File: config.mk
export PLATFORM = sky130hd
export DESIGN_NAME = ramp_bist_ctrl
export DESIGN_NICKNAME = d
export VERILOG_FILES = /design/src/rtl/ramp_bist_pkg.sv /design/src/rtl/rbc_mean.sv /design/src/rtl/rbc_shift.sv /design/src/rtl/ramp_bist_ctrl.sv
export SDC_FILE = /design/constraint.sdc
export NUM_CORES = 1
export LEC_CHECK = 0
export BUFFER_PORTS_ARGS = -buffer_cell sky130_fd_sc_hd__buf_2
export CAP_MARGIN = 20
export CORE_ASPECT_RATIO = 0.5
export CORE_UTILIZATION = 30
export DETAILED_ROUTE_END_ITERATION = 6
export GPL_TIMING_DRIVEN = 1
export PLACE_DENSITY = 0.58
export SLEW_MARGIN = 10
export SYNTH_ARGS = -nofsm -noshare
export SYNTH_HDL_FRONTEND = slang
export SYNTH_SLANG_ARGS = --single-unit
File: constraint.sdc
create_clock -name clk -period 7.35 [get_ports clk]
set_input_delay 1.47 -clock clk [delete_from_list [all_inputs] [get_ports clk]]
set_output_delay 1.47 -clock clk [all_outputs]
set_load 0.03 [all_outputs]
File: src/rtl/ramp_bist_pkg.sv
package ramp_bist_pkg;

    typedef enum logic [1:0] {
        ST_IDLE   = 2'd0,
        ST_SETTLE = 2'd1,
        ST_ACCUM  = 2'd2,
        ST_WRITE  = 2'd3
    } bist_state_e;

endpackage

File: src/rtl/rbc_mean.sv
// Rounded mean of a power-of-two sample count: (sum + half) >> log2(count).
module rbc_mean #(
    parameter int ACC_W      = 15,
    parameter int SAMPLE_W   = 8,
    parameter int LOG_AVG_LO = 6,
    parameter int LOG_AVG_HI = 7
) (
    input  logic [ACC_W-1:0]    acc_i,
    input  logic                hi_i,
    output logic [SAMPLE_W-1:0] mean_o
);
    localparam int RND_W = ACC_W + 1;
    localparam logic [RND_W-1:0] HALF_LO = RND_W'(2 ** (LOG_AVG_LO - 1));
    localparam logic [RND_W-1:0] HALF_HI = RND_W'(2 ** (LOG_AVG_HI - 1));

    logic [RND_W-1:0] rnd_lo, rnd_hi, sh_lo, sh_hi;

    always_comb begin
        rnd_lo = {1'b0, acc_i} + HALF_LO;
        rnd_hi = {1'b0, acc_i} + HALF_HI;
        sh_lo  = rnd_lo >> LOG_AVG_LO;
        sh_hi  = rnd_hi >> LOG_AVG_HI;
        mean_o = hi_i ? SAMPLE_W'(sh_hi) : SAMPLE_W'(sh_lo);
    end
endmodule

File: src/rtl/rbc_shift.sv
// Byte-wide parallel-to-serial readout with auto-incrementing address.
module rbc_shift #(
    parameter int CODE_W = 12,
    parameter int BYTE_W = 8
) (
    input  logic              clk,
    input  logic              rst_n,
    input  logic              en_i,
    input  logic              load_i,
    input  logic [CODE_W-1:0] start_addr_i,
    input  logic              shift_i,
    input  logic [BYTE_W-1:0] rdata_i,
    output logic [CODE_W-1:0] raddr_o,
    output logic              ser_o
);
    localparam int BIT_W = $clog2(BYTE_W);
    localparam logic [BIT_W-1:0] LAST_BIT = BIT_W'(BYTE_W - 1);

    typedef struct packed {
        logic [CODE_W-1:0] ptr;
        logic [BIT_W-1:0]  bits;
        logic [BYTE_W-1:0] sreg;
    } shift_t;

    shift_t shift_d, shift_q;

    always_comb begin
        shift_d = shift_q;
        raddr_o = shift_q.ptr + CODE_W'(1);
        if (en_i && load_i) begin
            raddr_o       = start_addr_i;
            shift_d.ptr   = start_addr_i;
            shift_d.bits  = '0;
            shift_d.sreg  = rdata_i;
        end else if (en_i && shift_i) begin
            if (shift_q.bits == LAST_BIT) begin
                shift_d.ptr  = shift_q.ptr + CODE_W'(1);
                shift_d.bits = '0;
                shift_d.sreg = rdata_i;
            end else begin
                shift_d.bits = shift_q.bits + BIT_W'(1);
                shift_d.sreg = shift_q.sreg << 1;
            end
        end
    end

    always_ff @(posedge clk) begin
        if (!rst_n) shift_q <= '0;
        else        shift_q <= shift_d;
    end

    assign ser_o = shift_q.sreg[BYTE_W-1];
endmodule

File: src/rtl/ramp_bist_ctrl.sv
module ramp_bist_ctrl
    import ramp_bist_pkg::*;
#(
    parameter int CODE_W     = 12,
    parameter int SAMPLE_W   = 8,
    parameter int SETTLE_W   = 4,
    parameter int LOG_AVG_LO = 6,
    parameter int LOG_AVG_HI = 7
) (
    input  logic                clk,
    input  logic                rst_n,
    input  logic                start_i,
    input  logic                abort_i,
    input  logic                avg_hi_i,
    input  logic [SETTLE_W-1:0] settle_i,
    output logic                busy_o,
    output logic                done_o,
    output logic [CODE_W-1:0]   ramp_code_o,
    input  logic                smp_valid_i,
    input  logic [SAMPLE_W-1:0] smp_data_i,
    output logic                mem_we_o,
    output logic [CODE_W-1:0]   mem_addr_o,
    output logic [SAMPLE_W-1:0] mem_wdata_o,
    output logic [CODE_W-1:0]   mem_raddr_o,
    input  logic [SAMPLE_W-1:0] mem_rdata_i,
    input  logic                rd_load_i,
    input  logic [CODE_W-1:0]   rd_addr_i,
    input  logic                rd_shift_i,
    output logic                rd_ser_o
);
    localparam int ACC_W = SAMPLE_W + LOG_AVG_HI;
    localparam int CNT_W = LOG_AVG_HI + 1;
    localparam logic [CNT_W-1:0]  LAST_LO   = CNT_W'(2 ** LOG_AVG_LO - 1);
    localparam logic [CNT_W-1:0]  LAST_HI   = CNT_W'(2 ** LOG_AVG_HI - 1);
    localparam logic [CODE_W-1:0] LAST_CODE = '1;

    typedef struct packed {
        bist_state_e         st;
        logic [CODE_W-1:0]   code;
        logic [ACC_W-1:0]    acc;
        logic [CNT_W-1:0]    cnt;
        logic [SETTLE_W-1:0] scnt;
        logic [SETTLE_W-1:0] settle;
        logic                hi;
        logic                done;
    } core_t;

    core_t core_d, core_q;
    logic [CNT_W-1:0] last_idx;

    always_comb begin
        core_d      = core_q;
        core_d.done = 1'b0;
        last_idx    = core_q.hi ? LAST_HI : LAST_LO;
        unique case (core_q.st)
            ST_IDLE: begin
                if (start_i) begin
                    core_d.st     = (settle_i == '0) ? ST_ACCUM : ST_SETTLE;
                    core_d.code   = '0;
                    core_d.acc    = '0;
                    core_d.cnt    = '0;
                    core_d.scnt   = '0;
                    core_d.settle = settle_i;
                    core_d.hi     = avg_hi_i;
                end
            end
            ST_SETTLE: begin
                if (smp_valid_i) begin
                    if (core_q.scnt == core_q.settle - SETTLE_W'(1)) begin
                        core_d.st   = ST_ACCUM;
                        core_d.scnt = '0;
                    end else begin
                        core_d.scnt = core_q.scnt + SETTLE_W'(1);
                    end
                end
            end
            ST_ACCUM: begin
                if (smp_valid_i) begin
                    core_d.acc = core_q.acc + ACC_W'(smp_data_i);
                    core_d.cnt = core_q.cnt + CNT_W'(1);
                    if (core_q.cnt == last_idx) core_d.st = ST_WRITE;
                end
            end
            ST_WRITE: begin
                if (core_q.code == LAST_CODE) begin
                    core_d.st   = ST_IDLE;
                    core_d.done = 1'b1;
                end else begin
                    core_d.code = core_q.code + CODE_W'(1);
                    core_d.acc  = '0;
                    core_d.cnt  = '0;
                    core_d.scnt = '0;
                    core_d.st   = (core_q.settle == '0) ? ST_ACCUM : ST_SETTLE;
                end
            end
            default: core_d.st = ST_IDLE;
        endcase
        if (abort_i) begin
            core_d.st   = ST_IDLE;
            core_d.done = 1'b0;
        end
    end

    always_ff @(posedge clk) begin
        if (!rst_n) core_q <= '0;
        else        core_q <= core_d;
    end

    assign busy_o      = (core_q.st != ST_IDLE);
    assign done_o      = core_q.done;
    assign ramp_code_o = core_q.code;
    assign mem_we_o    = (core_q.st == ST_WRITE) && !abort_i;
    assign mem_addr_o  = core_q.code;

    rbc_mean #(
        .ACC_W     (ACC_W),
        .SAMPLE_W  (SAMPLE_W),
        .LOG_AVG_LO(LOG_AVG_LO),
        .LOG_AVG_HI(LOG_AVG_HI)
    ) u_mean (
        .acc_i (core_q.acc),
        .hi_i  (core_q.hi),
        .mean_o(mem_wdata_o)
    );

    rbc_shift #(
        .CODE_W(CODE_W),
        .BYTE_W(SAMPLE_W)
    ) u_shift (
        .clk         (clk),
        .rst_n       (rst_n),
        .en_i        (!busy_o),
        .load_i      (rd_load_i),
        .start_addr_i(rd_addr_i),
        .shift_i     (rd_shift_i),
        .rdata_i     (mem_rdata_i),
        .raddr_o     (mem_raddr_o),
        .ser_o       (rd_ser_o)
    );
endmodule

==> flow_summary.json, run 1 <==
{
  "grt_max_degree": 34,
  "pwr-share-clk": 0.452,
  "grt_pass1_vias": 3903,
  "synth_common_cells": "nand2_1, dfxtp_1, nor2_1",
  "crit_family": "flip-flops",
  "post_cts_buffers": 0,
  "ys_ff_latch": 70,
  "pre_cts_ws_ns": 2.79,
  "cp-startpoint": "core_q[1]",
  "area_delta_synth_final_pct": 14.2,
  "post-route-period-util": 0.589,
  "grt.total_usage": 0.149,
  "ir_drop_mv": 0.0835,
  "p_int_mw": 0.721,
  "syn-num-nets": 663,
  "synth_cell_types": 67,
  "rsz0062_at_grt": "no",
  "critPathArrivalTime_ns": 2.86,
  "clk_path_buf_depth": 2,
  "synth_top_area_share": 0.298,
  "avgSynthCellArea_um2": 7.76,
  "die_width_um": 179,
  "synth-edff-count": 0,
  "crit_chain": "mux2_2 -> ha_1 -> nand3_1 -> a21oi_1 -> and3_1 -> a211oi_1 -> nor3_1 -> buf_2",
  "maxSlewHeadroom": 0.392,
  "synth.cell_area_mm2": 0.00470,
  "finClkSkew_ns": 0.00624,
  "path_clk_slew_ns": 0.06,
  "synth.most_common_cell": "nand2_1",
  "final.setup.worst_slack_ns": 3.02,
  "drc_errors": 0,
  "finalHoldViolations": 0,
  "via_per_inst": 5.12,
  "whs_ns": 0.460,
  "synth_warnings": 0,
  "cts_root_buf": "clkbuf_16",
  "hold_buffers": 0,
  "endpoint_kind": "output pin",
  "hp-class": "flop to flop",
  "yosysTopAreaCell": "dfxtp_1",
  "outcome": "complete, no violations",
  "final-max-slew-violation-count": 0,
  "r2r_start": "core_q[45]",
  "gr-total-overflow": 0,
  "switchingPower_mw": 0.269,
  "finalSetupViolations": 0,
  "cts_buffers": 9,
  "io_pins": 88,
  "synth_ff_type": "dfxtp_1",
  "utilization": 0.361,
  "diodes": 0,
  "max_cap_violations": 0,
  "critPathLaunchType": "flop",
  "swShare": 0.272,
  "tightest_slew_ns": 0.909,
  "drive_gt1_frac": 0.191,
  "leakagePower_nw": 2.10,
  "htreeDepth": 3,
  "cpPeakStageDelay_ns": 0.88,
  "fmax_ghz": 0.231,
  "rows": 31,
  "p_comb_frac": 0.137,
  "cts_resized": 0,
  "core_mm2": 0.0149,
  "powerDensity_mw_per_mm2": 184,
  "dpl.hpwl_um": 8440,
  "route.vias.total": 4374,
  "cts_tree": "done",
  "gp_congestion": 0.818,
  "period_needed_ns": 4.33,
  "wl_per_cell_um": 13.5,
  "ys_seq_area_frac": 0.298,
  "hp-start": "core_q[22]",
  "ant_nets": 0,
  "grt_pass1_wl_um": 19300,
  "nets": 708,
  "dieArea_mm2": 0.0162,
  "synthArstFlopShare": 0,
  "netlist_instances": 606,
  "die_h_um": 90.5,
  "p_seq_frac": 0.411,
  "clock-sinks": 70,
  "drtIter0Drc": 219,
  "start_util": 0.316,
  "slowest_stage": "dfxtp_1",
  "place.port_buffers": 87,
  "cp.required_ns": 5.88,
  "clock_latency_ns": 0.34,
  "antenna_found_initial": 0,
  "crit_fanout": 27,
  "wl_um": 11500,
  "tns_ns": 0,
  "synthTopCellsByArea": "dfxtp_1, nand2_1, a21oi_1",
  "critPathBufInv": 1,
  "critPathKind": "flop to output pin",
  "drtPass1Iterations": 5
}
==> power by group through the flow <==
| stage | clock network (mW) | registers (mW) | logic, mW |
|---|---|---|---|
| final | 0.447 | 0.406 | 0.136 |
| after global routing | 0.475 | 0.409 | 0.151 |
| after CTS | 0.460 | 0.406 | 0.136 |
| after detailed placement | 0 | 0.414 | 0.135 |
| after global placement | 0 | 0.414 | 0.133 |
| after floorplan | 0 | 0.409 | 0.102 |
==> per-layer routing <==
metal,up-vias,global-route usage,wire length [um]
met2,67,0.225,5140
met1,2045,0.204,5740
met5,-,0,0
li1,2250,-,-
met4,0,0.0473,151
met3,12,0.0379,502
==> layout by cell type (no fill, tap or decap), types with 3 or more instances in the layout <==
cell type	instances
clkbuf_16	9
clkinv_2	3
xor2_1	19
a32o_1	3
nor3_1	13
nand2_1	99
a21o_1	4
o21a_1	7
and3_1	6
o2111ai_1	4
mux2i_1	5
or2_2	5
o21ai_0	31
dfxtp_1	70
ha_1	16
a21boi_0	3
and2_1	4
a21oi_1	48
nand3_1	18
nand4b_1	4
or4_1	5
buf_2	87
a311oi_1	11
o31ai_1	5
or3_1	4
nor2_1	52
inv_1	18
a31oi_1	8
o211ai_1	8
xnor2_1	13
nor4_1	7
a211oi_1	8
nand2b_1	5
nand4_1	9
==> metrics by stage <==
stage | cell area [um2] | power (mW) | instances
after floorplan | 4700 | 0.511 | 606
after global placement | 5050 | 0.547 | 837
after detailed placement | 5050 | 0.550 | 837
after CTS | 5360 | 1.00 | 853
after global routing | 5370 | 1.03 | 854
final | 5370 | 0.990 | 854
==> sequential cells by signal (all words and copies together), names as in the netlist <==
signal	flops
u_shift.ser_o	1
u_shift.shift_q	22
core_q	34
mem_addr_o	12
done_o	1
==> worst min-delay path: stages, from the launching register on <==
cell     delay, ns
dfxtp_1       0.31
nand2_1       0.06
a21oi_1       0.05
==> kinds of logic (layout without fill, tap and decap cells) <==
family | after synthesis | count (layout) | share of synthesized area
buffers and inverters | 73 | 123 | 0.0878
AND/OR/NAND/NOR | 247 | 247 | 0.255
multiplexers | 6 | 6 | 0.0130
flip-flops | 70 | 70 | 0.298
XOR/XNOR | 33 | 33 | 0.0646
adder cells (fa/ha/maj) | 17 | 17 | 0.0468
AO/OA/AOI/OAI | 160 | 160 | 0.235
==> path summary, 6_finish.rpt <==
| path | slack, ns | to | cells after the start |
|---|---|---|---|
| max reg2reg | 4.65 | u_shift.shift_q[22] | 5 |
| max | 3.02 | mem_wdata_o[7] | 8 |
| min | 0.46 | core_q[22] | 2 |
| min reg2reg | 0.46 | core_q[22] | 2 |
==> area by class of cell <==
class,count,area (um2)
Fill cell,1578,9520
Multi-Input combinational cell,463,2900
Sequential cell,70,1400
Timing Repair Buffer,89,458
Clock buffer,12,256
Tap cell,198,248
Inverter,18,67.6
Clock inverter,4,45.0
Note: power is estimated with default switching activity, not from simulation.
==> run 2, diff against run 1 <==
--- a/config.mk
+++ b/config.mk
@@ -11,7 +11,7 @@
 export CORE_UTILIZATION = 30
 export DETAILED_ROUTE_END_ITERATION = 6
 export GPL_TIMING_DRIVEN = 1
-export PLACE_DENSITY = 0.58
+export PLACE_DENSITY = 0.6
 export SLEW_MARGIN = 10
 export SYNTH_ARGS = -nofsm -noshare
 export SYNTH_HDL_FRONTEND = slang
==> constraint.sdc (replaced) <==
create_clock -name clk -period 3.58 [get_ports clk]
set_input_delay 0.716 -clock clk [delete_from_list [all_inputs] [get_ports clk]]
set_output_delay 0.716 -clock clk [all_outputs]
set_load 0.03 [all_outputs]
==> flow_summary.json, run 2 (synthesis gave the netlist of run 1 again) <==
{
  "fmax_ghz": 0.329,
  "leakagePower_nw": 2.14,
  "grt.total_usage": 0.149,
  "utilization": 0.365,
  "drive_gt1_frac": 0.196,
  "htreeDepth": 3,
  "worstHoldEndpoint": "u_shift.shift_q[0]",
  "dieArea_mm2": 0.0162,
  "ant_nets": 0,
  "post-route-period-util": 0.850,
  "diodes": 0,
  "core_mm2": 0.0149,
  "hp-class": "flop to flop",
  "final-max-slew-violation-count": 0,
  "gr-total-overflow": 0,
  "max_cap_violations": 0,
  "clock_latency_ns": 0.34,
  "maxSlewHeadroom": 0.472,
  "cts_buffers": 9,
  "largest_reg_flops": 34,
  "via_per_inst": 5.15,
  "tns_ns": 0,
  "io_pins": 88,
  "wl_per_cell_um": 13.5,
  "grt_pass1_vias": 3965,
  "nets": 711,
  "rows": 31,
  "wl_um": 11600,
  "rsz0062_at_grt": "no",
  "hold_buffers": 0,
  "hp-start": "u_shift.shift_q[0]",
  "r2r_cells": 6,
  "grt_pass1_wl_um": 19400,
  "place.port_buffers": 87,
  "nFillCells": 1579,
  "critPathLaunchType": "flop",
  "cp.required_ns": 2.86,
  "clock-sinks": 70,
  "endpoint_kind": "output pin",
  "crit_chain": "mux2_2 -> ha_1 -> nand3_1 -> a21oi_1 -> and3_1 -> and3_1 -> nor3_1 -> buf_2",
  "clk_path_buf_depth": 2,
  "drc_errors": 0,
  "start_util": 0.316,
  "finalSetupViolations": 0,
  "final_cell_mix": "nand2_1, buf_2, dfxtp_1, nor2_1, a21oi_1",
  "crit_family": "simple AND/OR/NAND/NOR gates",
  "cts_resized": 0,
  "dpl.hpwl_um": 8500,
  "drtIter0Drc": 229,
  "drtPass1Iterations": 4,
  "cts_root_buf": "clkbuf_16",
  "area_delta_synth_final_pct": 15.5,
  "cpPeakStageDelay_ns": 0.46,
  "powerDensity_mw_per_mm2": 400,
  "ir_drop_mv": 0.180,
  "crit_fanout": 8,
  "critPathKind": "flop to output pin",
  "die_width_um": 179,
  "route.vias.total": 4416,
  "antenna_found_initial": 0,
  "hold_depth": 2,
  "finalHoldViolations": 0,
  "gp_congestion": 0.833,
  "slowest_stage": "dfxtp_1",
  "path_clk_slew_ns": 0.06,
  "final_common_cell": "nand2_1",
  "grt_max_degree": 25,
  "die_h_um": 90.5,
  "reg2reg_to": "core_q[21]",
  "finClkSkew_ns": 0.00735,
  "tightest_slew_ns": 0.791,
  "r2r_setup_slack_ns": 0.97,
  "regMostFlops": "core_q",
  "critPathArrivalTime_ns": 2.33,
  "post_cts_buffers": 0,
  "crit_top_cell": "and3_1",
  "outcome": "complete, no violations",
  "cts_tree": "done",
  "critPathBufInv": 1,
  "r2r_start": "mem_addr_o[0]",
  "period_needed_ns": 3.04
}
==> run 2: changes by cell type in the layout (fill, tap and decap cells not counted), sizes merged <==
cell    previous run  this run
buf               89        92
clkbuf            12        10
bufinv             1         3
==> run 2: area by class of cell <==
type                            count  area (um2)  share of cell area
Clock buffer                       10         239              0.0440
Clock inverter                      6         109              0.0200
Inverter                           18        67.6              0.0124
Multi-Input combinational cell    463        2900               0.533
Sequential cell                    70        1400               0.258
Tap cell                          198         248              0.0456
Timing Repair Buffer               92         473              0.0871
==> run 2: how the worst max path moves through the flow <==
| stage | from | end | slack, ns | cells after the start |
|---|---|---|---|---|
| 2_1_floorplan | core_q[1] | mem_wdata_o[7] | 0.14 | 11 |
| 3_3_place_gp | rd_load_i | mem_raddr_o[9] | 0.87 | 6 |
| 4_1_cts | core_q[1] | mem_wdata_o[7] | 0.52 | 8 |
| 6_report | core_q[1] | mem_wdata_o[7] | 0.54 | 8 |
| 5_1_grt | core_q[24] | mem_wdata_o[7] | 0.34 | 8 |
| 3_5_place_dp | rd_load_i | mem_raddr_o[9] | 0.84 | 6 |
==> run 2: power by group <==
group / leakage (nW) / switching (mW) / internal, mW
Sequential: 0.568 / 0.0252 / 0.805
Clock: 0.172 / 0.361 / 0.698
Combinational: 1.40 / 0.183 / 0.103
==> run 2: metrics by stage <==
stage	hold slack (ns)	total power [mW]	setup WS (ns)	cell area, um2	std cells
after floorplan	0.432	1.05	0.143	4700	606
after global placement	0.445	1.13	0.871	5080	841
after detailed placement	0.450	1.13	0.838	5080	841
after CTS	0.459	2.20	0.516	5430	857
after global routing	0.473	2.27	0.338	5430	857
final	0.456	2.17	0.537	5430	857
==> run 2: per-layer routing <==
metal	GRT usage	share of wire	vias up
met5	0	0	-
met3	0.0354	0.036	11
li1	-	-	2258
met1	0.203	0.49	2072
met2	0.233	0.46	75
met4	0.0410	0.011	0
==> run 2: worst register-to-register path: stages, from the launching register on <==
cell	delay, ns
dfxtp_1	0.44
ha_1	0.25
nand2_1	0.19
o41a_4	0.62
nor2_2	0.66
or4_1	0.25
a21oi_1	0.07
